<file path="config.mk">
export PLATFORM = sky130hd
export DESIGN_NAME = hw_dma_seq
export DESIGN_NICKNAME = d
export VERILOG_FILES = /design/src/rtl/hw_dma_pkg.sv /design/src/rtl/hw_dma_ctrl.sv /design/src/rtl/hw_dma_lane.sv /design/src/rtl/hw_dma_seq.sv
export SDC_FILE = /design/constraint.sdc
export NUM_CORES = 1
export LEC_CHECK = 0
export ABC_CLOCK_PERIOD_IN_PS = 2900
export CAP_MARGIN = 20
export CORE_ASPECT_RATIO = 1.1
export CORE_MARGIN = 2
export CORE_UTILIZATION = 47
export DETAILED_ROUTE_END_ITERATION = 12
export HOLD_SLACK_MARGIN = 0.06
export PLACE_DENSITY_LB_ADDON = 0.2
export RECOVER_POWER = 50
export SLEW_MARGIN = 20
export SYNTH_ARGS = -nofsm -noshare
export SYNTH_HDL_FRONTEND = slang
export SYNTH_SLANG_ARGS = --single-unit
export TNS_END_PERCENT = 100
</file>
<file path="constraint.sdc">
create_clock -name clk -period 2.9 [get_ports clk]
set_input_delay 0.87 -clock clk [delete_from_list [all_inputs] [get_ports clk]]
set_output_delay 0.87 -clock clk [all_outputs]
set_load 0.02 [all_outputs]
</file>
<file path="src/rtl/hw_dma_pkg.sv">
package hw_dma_pkg;

  typedef enum logic [2:0] {
    ST_IDLE,
    ST_REQ,
    ST_WAIT,
    ST_LO,
    ST_HI
  } seq_st_e;

  localparam int unsigned WORD_BYTES = 4;

  // modes with the top bit set drive an asynchronous protocol
  function automatic logic mode_is_async(input logic [2:0] m);
    return m[2];
  endfunction

endpackage

</file>
<file path="src/rtl/hw_dma_ctrl.sv">
module hw_dma_ctrl
  import hw_dma_pkg::*;
#(
  parameter int unsigned AW = 16,
  parameter int unsigned HW = 16
) (
  input  logic            clk,
  input  logic            rst_n,
  input  logic            en,
  input  logic [AW-1:0]   base,
  input  logic [AW-1:0]   ceil,
  input  logic            mem_gnt,
  input  logic            mem_rvalid,
  input  logic [2*HW-1:0] mem_rdata,
  input  logic            lane_adv,
  output logic            mem_req,
  output logic [AW-1:0]   mem_addr,
  output logic [2*HW-1:0] word,
  output logic            hi_sel,
  output logic            lane_act,
  output logic            done,
  output logic            cfg_err,
  output logic            busy
);

  localparam int unsigned WW = 2 * HW;

  seq_st_e        st_q, st_d;
  logic [AW-1:0]  addr_q, addr_d;
  logic           addr_en;
  logic [WW-1:0]  word_q;
  logic           word_en;
  logic           en_q;
  logic           done_q, done_d;
  logic           err_q, err_d;
  logic           bad_cfg;

  assign bad_cfg = (|base[1:0]) | (|ceil[1:0]) | (ceil < base);

  always_comb begin
    st_d    = st_q;
    addr_d  = addr_q;
    addr_en = 1'b0;
    done_d  = 1'b0;
    err_d   = 1'b0;
    case (st_q)
      ST_IDLE: begin
        if (en && !en_q) begin
          if (bad_cfg) begin
            err_d = 1'b1;
          end else begin
            addr_d  = base;
            addr_en = 1'b1;
            st_d    = ST_REQ;
          end
        end
      end
      ST_REQ: begin
        if (mem_gnt)  st_d = ST_WAIT;
        else if (!en) st_d = ST_IDLE;
      end
      ST_WAIT: begin
        if (mem_rvalid) st_d = en ? ST_LO : ST_IDLE;
      end
      ST_LO: begin
        if (lane_adv) st_d = en ? ST_HI : ST_IDLE;
      end
      ST_HI: begin
        if (lane_adv) begin
          if (!en) begin
            st_d = ST_IDLE;
          end else if (addr_q == ceil) begin
            done_d = 1'b1;
            st_d   = ST_IDLE;
          end else begin
            addr_d  = addr_q + AW'(WORD_BYTES);
            addr_en = 1'b1;
            st_d    = ST_REQ;
          end
        end
      end
      default: st_d = ST_IDLE;
    endcase
  end

  assign word_en = (st_q == ST_WAIT) && mem_rvalid;

  always_ff @(posedge clk or negedge rst_n) begin
    if (!rst_n) begin
      st_q   <= ST_IDLE;
      en_q   <= 1'b0;
      done_q <= 1'b0;
      err_q  <= 1'b0;
    end else begin
      st_q   <= st_d;
      en_q   <= en;
      done_q <= done_d;
      err_q  <= err_d;
    end
  end

  always_ff @(posedge clk or negedge rst_n) begin
    if (!rst_n)       addr_q <= '0;
    else if (addr_en) addr_q <= addr_d;
  end

  always_ff @(posedge clk or negedge rst_n) begin
    if (!rst_n)       word_q <= '0;
    else if (word_en) word_q <= mem_rdata;
  end

  assign mem_req  = (st_q == ST_REQ);
  assign mem_addr = addr_q;
  assign word     = word_q;
  assign hi_sel   = (st_q == ST_HI);
  assign lane_act = (st_q == ST_LO) || (st_q == ST_HI);
  assign done     = done_q;
  assign cfg_err  = err_q;
  assign busy     = (st_q != ST_IDLE);

  AST_ONE_READ: assert property (@(posedge clk) disable iff (!rst_n)
    (mem_req && mem_gnt) |=> !mem_req) else $error("second read while one outstanding");
  AST_ADDR_IN_RANGE: assert property (@(posedge clk) disable iff (!rst_n)
    mem_req |-> (mem_addr >= base) && (mem_addr <= ceil)) else $error("fetch outside window");
  AST_ERR_NO_RUN: assert property (@(posedge clk) disable iff (!rst_n)
    cfg_err |-> !busy && !mem_req) else $error("run started on bad config");
  AST_DONE_PULSE: assert property (@(posedge clk) disable iff (!rst_n)
    done |=> !done) else $error("done longer than one cycle");

endmodule

</file>
<file path="src/rtl/hw_dma_lane.sv">
module hw_dma_lane
  import hw_dma_pkg::*;
#(
  parameter int unsigned HW = 16,
  parameter int unsigned CW = 8
) (
  input  logic            clk,
  input  logic            rst_n,
  input  logic [2*HW-1:0] word,
  input  logic            hi_sel,
  input  logic            active,
  input  logic            cs1,
  input  logic [2:0]      mode,
  input  logic            bus_ready,
  output logic            bus_valid,
  output logic [HW-1:0]   bus_data,
  output logic            bus_cs1,
  output logic            adv,
  output logic [CW-1:0]   rej_cnt
);

  logic          drop;
  logic [CW-1:0] rej_q;

  assign drop      = active && cs1 && !mode_is_async(mode);
  assign bus_valid = active && !drop;
  assign bus_data  = hi_sel ? word[2*HW-1:HW] : word[HW-1:0];
  assign bus_cs1   = cs1;
  assign adv       = drop || (bus_valid && bus_ready);

  always_ff @(posedge clk or negedge rst_n) begin
    if (!rst_n)    rej_q <= '0;
    else if (drop) rej_q <= rej_q + CW'(1);
  end

  assign rej_cnt = rej_q;

  AST_HOLD_DATA: assert property (@(posedge clk) disable iff (!rst_n)
    (bus_valid && !bus_ready) |=> bus_valid && $stable(bus_data)) else $error("write changed while stalled");
  AST_CS_STABLE: assert property (@(posedge clk) disable iff (!rst_n)
    (bus_valid && $past(bus_valid)) |-> $stable(bus_cs1)) else $error("chip select moved in run");
  AST_SYNC_CS1_SILENT: assert property (@(posedge clk) disable iff (!rst_n)
    (bus_valid && bus_cs1) |-> mode[2]) else $error("cs1 write in synchronous mode");

endmodule

</file>
<file path="src/rtl/hw_dma_seq.sv">
module hw_dma_seq #(
  parameter int unsigned AW = 16,
  parameter int unsigned HW = 16,
  parameter int unsigned CW = 8
) (
  input  logic            clk,
  input  logic            rst_n,
  input  logic            cfg_en,
  input  logic [AW-1:0]   cfg_base,
  input  logic [AW-1:0]   cfg_ceil,
  input  logic            cfg_cs1,
  input  logic [2:0]      cfg_mode,
  input  logic            cpu_req,
  output logic            cpu_ok,
  output logic            cpu_nak,
  output logic            mem_req,
  output logic [AW-1:0]   mem_addr,
  input  logic            mem_gnt,
  input  logic            mem_rvalid,
  input  logic [2*HW-1:0] mem_rdata,
  output logic            bus_valid,
  input  logic            bus_ready,
  output logic [HW-1:0]   bus_data,
  output logic            bus_cs1,
  output logic [CW-1:0]   rej_cnt,
  output logic            done,
  output logic            cfg_err,
  output logic            busy
);

  localparam int unsigned WW = 2 * HW;

  logic [1:0]    rst_pipe;
  logic          rst_n_i;
  logic [WW-1:0] word;
  logic          hi_sel;
  logic          lane_act;
  logic          lane_adv;

  // asynchronous assertion, synchronous release
  always_ff @(posedge clk or negedge rst_n) begin
    if (!rst_n) rst_pipe <= 2'b00;
    else        rst_pipe <= {rst_pipe[0], 1'b1};
  end
  assign rst_n_i = rst_pipe[1];

  assign cpu_ok  = cpu_req && !cfg_en;
  assign cpu_nak = cpu_req && cfg_en;

  hw_dma_ctrl #(.AW(AW), .HW(HW)) ctrl_i (
    .clk        (clk),
    .rst_n      (rst_n_i),
    .en         (cfg_en),
    .base       (cfg_base),
    .ceil       (cfg_ceil),
    .mem_gnt    (mem_gnt),
    .mem_rvalid (mem_rvalid),
    .mem_rdata  (mem_rdata),
    .lane_adv   (lane_adv),
    .mem_req    (mem_req),
    .mem_addr   (mem_addr),
    .word       (word),
    .hi_sel     (hi_sel),
    .lane_act   (lane_act),
    .done       (done),
    .cfg_err    (cfg_err),
    .busy       (busy)
  );

  hw_dma_lane #(.HW(HW), .CW(CW)) lane_i (
    .clk       (clk),
    .rst_n     (rst_n_i),
    .word      (word),
    .hi_sel    (hi_sel),
    .active    (lane_act),
    .cs1       (cfg_cs1),
    .mode      (cfg_mode),
    .bus_ready (bus_ready),
    .bus_valid (bus_valid),
    .bus_data  (bus_data),
    .bus_cs1   (bus_cs1),
    .adv       (lane_adv),
    .rej_cnt   (rej_cnt)
  );

  AST_LOCKOUT: assert property (@(posedge clk) disable iff (!rst_n_i)
    (cpu_req && cfg_en) |-> cpu_nak && !cpu_ok) else $error("cpu access during dma");
  AST_NO_WRITE_IDLE: assert property (@(posedge clk) disable iff (!rst_n_i)
    bus_valid |-> busy) else $error("write outside a run");

endmodule

</file>
==> results of run 1 <==
-- report_power, final --
part	internal, mW	total [mW]	leakage, nW	switching [mW]
Sequential	1.25	1.59	0.789	0.338
Clock	0.512	0.877	0.117	0.365
Combinational	1.02	2.01	1.79	0.989
-- critical path, cell delays in order --
cell and delay (ns):
clkdlybuf4s50_1 0.46, inv_1 0.05, ha_2 0.27, o211ai_1 0.18, nor2_1 0.09, a31oi_4 0.22
nor4_4 0.07, or3_4 0.42, buf_6 0.15, a222oi_1 0.32
-- Yosys cell counts, drive strengths merged (2+ instances only) --
library cell,instances,area share (%)
nor3,5,0.67
a21oi,14,1.9
a31oi,2,0.50
or3,5,0.84
o22ai,5,0.84
a311oi,3,0.70
buf,9,1.6
nor2,22,2.2
nand4,3,0.50
nor3b,3,0.74
nand2,69,6.9
and2,4,0.67
inv,17,1.7
ha,17,5.7
nand3,12,1.6
clkbuf,10,1.0
nand2b,2,0.33
o21ai,10,1.3
or2,3,0.50
a221oi,9,2.1
nor4,5,1.0
and3,3,0.50
nor2b,5,1.0
a211oi,4,0.80
xnor2,5,1.2
dfrtp,64,43
o221ai,4,0.94
xor2,18,4.2
mux2,34,10
and4,5,1.2
-- cell families after synthesis --
kind of cell,synth area share [%]
XOR/XNOR,5.39
AND/OR/NAND/NOR,19.9
AO/OA/AOI/OAI,11.2
buffers and inverters,4.29
multiplexers,10.5
flip-flops,42.9
other,0.100
adder cells (fa/ha/maj),5.70
-- flip-flops by register name, summed over array words and instances (netlist names) --
signal and flops:
rst_pipe 2, ctrl_i.st_q 3, ctrl_i.en_q 1, lane_i.rej_cnt 8, ctrl_i.mem_addr 16, ctrl_i.word 32
ctrl_i.cfg_err 1, ctrl_i.done 1
-- final cells by class --
class | count | area, um^2
sequential | 64 | 1600
clock buffer | 10 | 138
multi-input combinational | 287 | 2190
fill | 594 | 2050
tap | 108 | 135
inverter | 17 | 63.8
clock inverter | 6 | 91.3
timing repair buffer | 166 | 1570
-- how the worst min path moves through the flow --
stage / slack, ns / cells after the start / from / to
2_1_floorplan: 0.33 / 0 / rst_pipe[0] / rst_pipe[1]
3_3_place_gp: 0.34 / 0 / rst_pipe[0] / rst_pipe[1]
3_5_place_dp: 0.34 / 0 / rst_pipe[0] / rst_pipe[1]
4_1_cts: 0.36 / 0 / rst_pipe[0] / rst_pipe[1]
5_1_grt: 0.37 / 0 / rst_pipe[0] / rst_pipe[1]
6_report: 0.36 / 0 / rst_pipe[0] / rst_pipe[1]
-- stage by stage --
stage | total power, mW | utilization [%] | std cells | cell area [um^2]
detailed placement | 3.65 | 68.0 | 639 | 5320
global placement | 3.57 | 68.0 | 639 | 5320
global route | 4.75 | 73.9 | 658 | 5780
floorplan | 2.72 | - | 387 | 3730
CTS | 4.46 | 71.6 | 657 | 5610
finish | 4.47 | 73.9 | 658 | 5780
-- layer usage --
layer	GRT usage [%]	share of wire, %	vias to the layer above
met5	0	0	-
met3	4.84	5.7	17
met1	31.4	42	1703
li1	-	-	1698
met2	38.6	51	125
met4	8.73	1.7	0
-- timing repair --
action                                  4_1_cts  5_1_grt
setup buffers                                 1        1
gates cloned                                  1        0
resized for setup                            36       48
endpoints found under the setup margin       32       13
pin swaps                                     9       14
==> results.md, run 1 <==
* First-pass GRT wire length at 16200 um
* DIE WIDTH at 89.0 um
* Crit Path Class: primary input to flop
* Syn Inst Count at 387
* R2R depth at 7
* Root buffer cell: clkbuf_8
* Skew-Pair Late Insertion Delay at 0.34 ns
* Yosys warns at 0
* CTS max path bufs at 2
* Worst-path fanout max at 5
* Clk slew on worst S/H paths at 0.07 ns
* Async SR Flop Fraction at 100%
* Avg WL per Cell at 16.1 um
* Post-DRT Antenna Nets at 0
* Routability congestion estimate at 0.846
* Hold Vio Cnt, Final at 0
* Starting DRT DRC Count at 226
* Share of layout cells above drive strength 1 at 24.5%
* Clock tree sinks at 64
* P&R area growth vs syn at 54.8%
* Top_reg_cell synth: dfrtp_1
* Max-Cap Viols at 0
* Lkg Pwr at 2.69 nW
* Number of synthesized flops with an enable pin at 0
* Std-Cell Rows at 34
* Crit path capture type: flop
* Post-DP HPWL at 7370 um
* Fmax achieved at 347 MHz
* Overflow after GRT at 0
* CP required at 3.12 ns
* DRC errors left at 0
* Hold WC Path Type: flop to flop
* Reg2reg start: ctrl_i.mem_addr[6]
* Routed Wire Length at 10600 um
* WP data arrival at 3.10 ns
* Worst Hold Slack at 0.356 ns
* Sequential area share after synthesis at 42.9%
* Synth Area per Inst at 9.65 um^2
* Register bit count reported by yosys at 64
* Peak supply drop at 0.000546 V
* Nets@finish at 637
* Post-synth cell types at 54
* Diodes inserted at 0
* Critical Path Sink: ctrl_i.mem_addr[15]
* Largest net degree at the start of global routing at 35
* Vias at 3543
* Setup Skew at 0.00907 ns
* Die ar. at 8680 um^2
* Most common cell after layout, fill and taps aside: clkdlybuf4s50_1
* Startpoint type of the worst setup path: primary input
* Least-Margin Pin Slew at 1.42 ns
* Worst setup path start: cfg_base[3]
* Tmin final at 2.88 ns
* Vias per cell at 5.38
* Rel. slew slack at 5.09%
* Synthesized area at 3730 um^2
* Die span in y at 97.5 um
* Final setup fails at 0
* Power per cell area at 774 nW/um^2
* Initial antenna violation count at 0
* Status: complete, no violations
* Hold-fix buffers at CTS at 0
* Commonest non-fill, non-tap cells in the layout: 76 x clkdlybuf4s50_1, 68 x nand2_1, 64 x dfrtp_1, 39 x buf_4, 34 x mux2_2
* Crit share post-route at 99.4%
* Final worst-path setup slack at 0.0172 ns
* GRT Util Overall at 23.9%
* Initial Util at 47.7%
* R2r setup slk at 0.49 ns
* Core Box Area at 7830 um^2
* CTS buffer count at 9
* Setup WS pre-CTS at -0.665 ns
* Port Buffers at 120
* Reg-to-Reg End: ctrl_i.mem_addr[15]
* CTS tree: yes
* Post-Route Setup TNS at 0 ns
* Max-slew violation count at 0
* Vias in the first global route at 3484
* IO Pins at 123
* H-tree depth at 3
* DRT Pass-1 Iters at 5
* Syn Nets at 479
(Power assumes the default switching activity.)
==> run 2, diff against run 1 <==
--- a/config.mk
+++ b/config.mk
@@ -5,11 +5,12 @@
 export SDC_FILE = /design/constraint.sdc
 export NUM_CORES = 1
 export LEC_CHECK = 0
-export ABC_CLOCK_PERIOD_IN_PS = 2900
+export ABC_CLOCK_PERIOD_IN_PS = 3000
 export CAP_MARGIN = 20
 export CORE_ASPECT_RATIO = 1.1
 export CORE_MARGIN = 2
 export CORE_UTILIZATION = 47
+export CTS_CLUSTER_SIZE = 25
 export DETAILED_ROUTE_END_ITERATION = 12
 export HOLD_SLACK_MARGIN = 0.06
 export PLACE_DENSITY_LB_ADDON = 0.2
==> constraint.sdc (replaced) <==
create_clock -name clk -period 3 [get_ports clk]
set_input_delay 0.9 -clock clk [delete_from_list [all_inputs] [get_ports clk]]
set_output_delay 0.9 -clock clk [all_outputs]
set_load 0.02 [all_outputs]
==> run 2 against run 1 <==
Net effect:
- the run now ends with capacitance limit, slew limit left
- cell count rose by 0.46%
- hold slack worse by 0.19 ns
- register-to-register slack better by 0.10 ns
- cell area down 1.4%
- non-clock buffer count grew 3
- critical endpoint unchanged
- largest power group unchanged
==> results.md, run 2 (synthesis results as in run 1) <==
* Clk slew on worst S/H paths at 0.08 ns (was 0.07 ns)
* Lkg Pwr at 2.58 nW (was 2.69 nW)
* Crit Path Class: primary input to flop (unchanged)
* Hold WC Path Type: flop to asynchronous set/reset pin (was flop to flop)
* Failing checks: capacitance limit, slew limit
* Fmax achieved at 337 MHz
* Crit path capture type: flop (unchanged)
* Routed Wire Length at 10500 um (was 10600 um)
* CTS tree: yes (unchanged)
* GRT Util Overall at 24.5% (was 23.9%)
* Largest net degree at the start of global routing at 44 (was 35)
* Vias per cell at 5.41 (was 5.38)
* Starting DRT DRC Count at 205 (was 226)
* Initial Util at 47.7% (unchanged)
* Max-Cap Viols at 1 (was 0)
* Least-Margin Pin Slew at 1.76 ns (was 1.42 ns)
* H-tree depth at 3 (unchanged)
* Initial antenna violation count at 0 (unchanged)
* Die span in y at 97.5 um (unchanged)
* Rel. slew slack at -17.5% (was 5.09%)
* Commonest non-fill, non-tap cells in the layout: 91 x clkdlybuf4s50_1, 69 x nand2_1, 64 x dfrtp_1, 40 x buf_4, 34 x mux2_2 (was 76 x clkdlybuf4s50_1, 68 x nand2_1, 64 x dfrtp_1, 39 x buf_4, 34 x mux2_2)
* Crit share post-route at 98.8%
* Vias at 3578 (was 3543)
* Routability congestion estimate at 0.874 (was 0.846)
* Status: finished with violations (was complete, no violations)
* DRT Pass-1 Iters at 5 (unchanged)
* Diodes inserted at 0 (unchanged)
* Startpoint type of the worst setup path: primary input (unchanged)
* Root buffer cell: clkbuf_8 (unchanged)
* Final setup fails at 0 (unchanged)
* Post-DP HPWL at 7460 um (was 7370 um)
* Std-Cell Rows at 34 (unchanged)
* Hold Vio Cnt, Final at 0 (unchanged)
* CTS buffer count at 9 (unchanged)
* Skew-Pair Late Insertion Delay at 0.34 ns (about the same)
* Final worst-path setup slack at 0.0364 ns (was 0.0172 ns)
* Nets@finish at 640 (was 637)
* Worst Hold Slack at 0.168 ns (was 0.356 ns)
* Max-slew violation count at 33 (was 0)
* Die ar. at 8680 um^2 (unchanged)
* Final Power at 4.34 mW (was 4.47 mW)
* Tmin final at 2.96 ns
* Post-DRT Antenna Nets at 0 (unchanged)
* Share of layout cells above drive strength 1 at 21.9% (was 24.5%)
* Overflow after GRT at 0 (unchanged)
* Power per cell area at 760 nW/um^2 (was 774 nW/um^2)
* Most common cell after layout, fill and taps aside: clkdlybuf4s50_1 (unchanged)
* P&R area growth vs syn at 52.7% (was 54.8%)
* Hold-fix buffers at CTS at 0 (unchanged)
* IO Pins at 123 (unchanged)
* Peak supply drop at 0.000566 V (was 0.000546 V)
* Largest register FFs at 32 (unchanged)
* Core Box Area at 7830 um^2 (unchanged)
* CTS max path bufs at 2 (unchanged)
* DIE WIDTH at 89.0 um (unchanged)
* Clock tree sinks at 64 (unchanged)
* Setup Skew at 0.0113 ns (was 0.00907 ns)
* Port Buffers at 120 (unchanged)
* DRC errors left at 0 (unchanged)
* Worst-path fanout max at 5 (unchanged)
* Crit path largest cell delay at 0.48 ns (was 0.46 ns)
* Avg WL per Cell at 15.9 um (was 16.1 um)
* WP data arrival at 3.20 ns (was 3.10 ns)
* CP max stage cell: clkdlybuf4s50_1 (unchanged)
* First-pass GRT wire length at 16600 um (was 16200 um)
* Cell Chain, Critical Path: clkdlybuf4s50_1 > buf_4 > xor2_1 > nor4_2 > nand4_1 > nor2b_4 > or3_4 > buf_6 > a222oi_1 (was clkdlybuf4s50_1 > inv_1 > ha_2 > o211ai_1 > nor2_1 > a31oi_4 > nor4_4 > or3_4 > buf_6 > a222oi_1)
* Setup WS pre-CTS at -0.612 ns (was -0.665 ns)
* CP required at 3.24 ns (was 3.12 ns)
* Vias in the first global route at 3533 (was 3484)
==> run 2: cell count changes in the layout (fill, tap and decap cells not counted), sizes merged <==
| cell | previous run | this run |
|---|---|---|
| buf | 42 | 43 |
| clkdlybuf4s50 | 76 | 91 |
| clkinv | 3 | 0 |
| dlygate4sd2 | 22 | 20 |
| dlymetal6s2s | 19 | 5 |
| dlygate4sd3 | 3 | 4 |
| clkbuf | 14 | 17 |
| clkinvlp | 0 | 1 |
| inv | 18 | 19 |
==> run 2: per-stage QoR <==
step                      cells  instance area [um^2]  utilization, %  setup TNS, ns
after floorplan             387                  3730               -              0
after global placement      640                  5330            68.1          -6.21
after detailed placement    640                  5330            68.1          -7.55
after CTS                   657                  5610            71.7        -0.0298
after global routing        661                  5700            72.8        -0.0285
final                       661                  5700            72.8              0
==> run 2: area by class of cell <==
type | instances | area (um^2)
clock buffers | 11 | 151
clock inverters | 5 | 85.1
fillers | 626 | 2130
inverters | 17 | 63.8
multi-input cells | 287 | 2120
flip-flops and latches | 64 | 1600
well taps | 108 | 135
repair buffers | 169 | 1550
==> run 2: worst paths after layout <==
kind	slack, ns	startpoint	endpoint	cells after the start
max in group asynchronous	0.84	rst_pipe[1]	lane_i.rej_cnt[7]	1
worst min-delay path	0.17	rst_pipe[1]	ctrl_i.word[25]	0
worst max-delay path	0.04	cfg_ceil[11]	ctrl_i.mem_addr[15]	9
worst max register to register	0.59	ctrl_i.mem_addr[6]	ctrl_i.mem_addr[15]	7
min in group clk	0.36	rst_pipe[0]	rst_pipe[1]	0
worst min register to register	0.17	rst_pipe[1]	ctrl_i.word[25]	0
==> run 2: timing repair <==
| item | CTS | global route |
|---|---|---|
| cloned | 1 | 0 |
| resized for setup | 32 | 23 |
| setup buffers | 0 | 4 |
| pin swaps | 7 | 10 |
| setup endpoints to repair | 31 | 10 |
==> run 2: power breakdown <==
part	switching (mW)	internal [mW]	leakage, nW
Clock	0.358	0.519	0.117
Sequential	0.324	1.21	0.789
Combinational	0.949	0.977	1.67
Total	1.63	2.70	2.58
==> run 2: worst max-delay path, delay by kind of cell <==
kind / cells / cell delay [ns]
XOR/XNOR: 1 / 0.15
AO/OA/AOI/OAI: 1 / 0.32
AND/OR/NAND/NOR: 4 / 1.04
buffers and inverters: 3 / 0.80
==> run 2: metal layers <==
metal,track usage (%),vias to the layer above,wire [um]
met5,0,-,0
met3,6.20,25,683
li1,-,1692,-
met1,30.3,1707,4230
met2,40.8,154,5390
met4,9.30,0,221
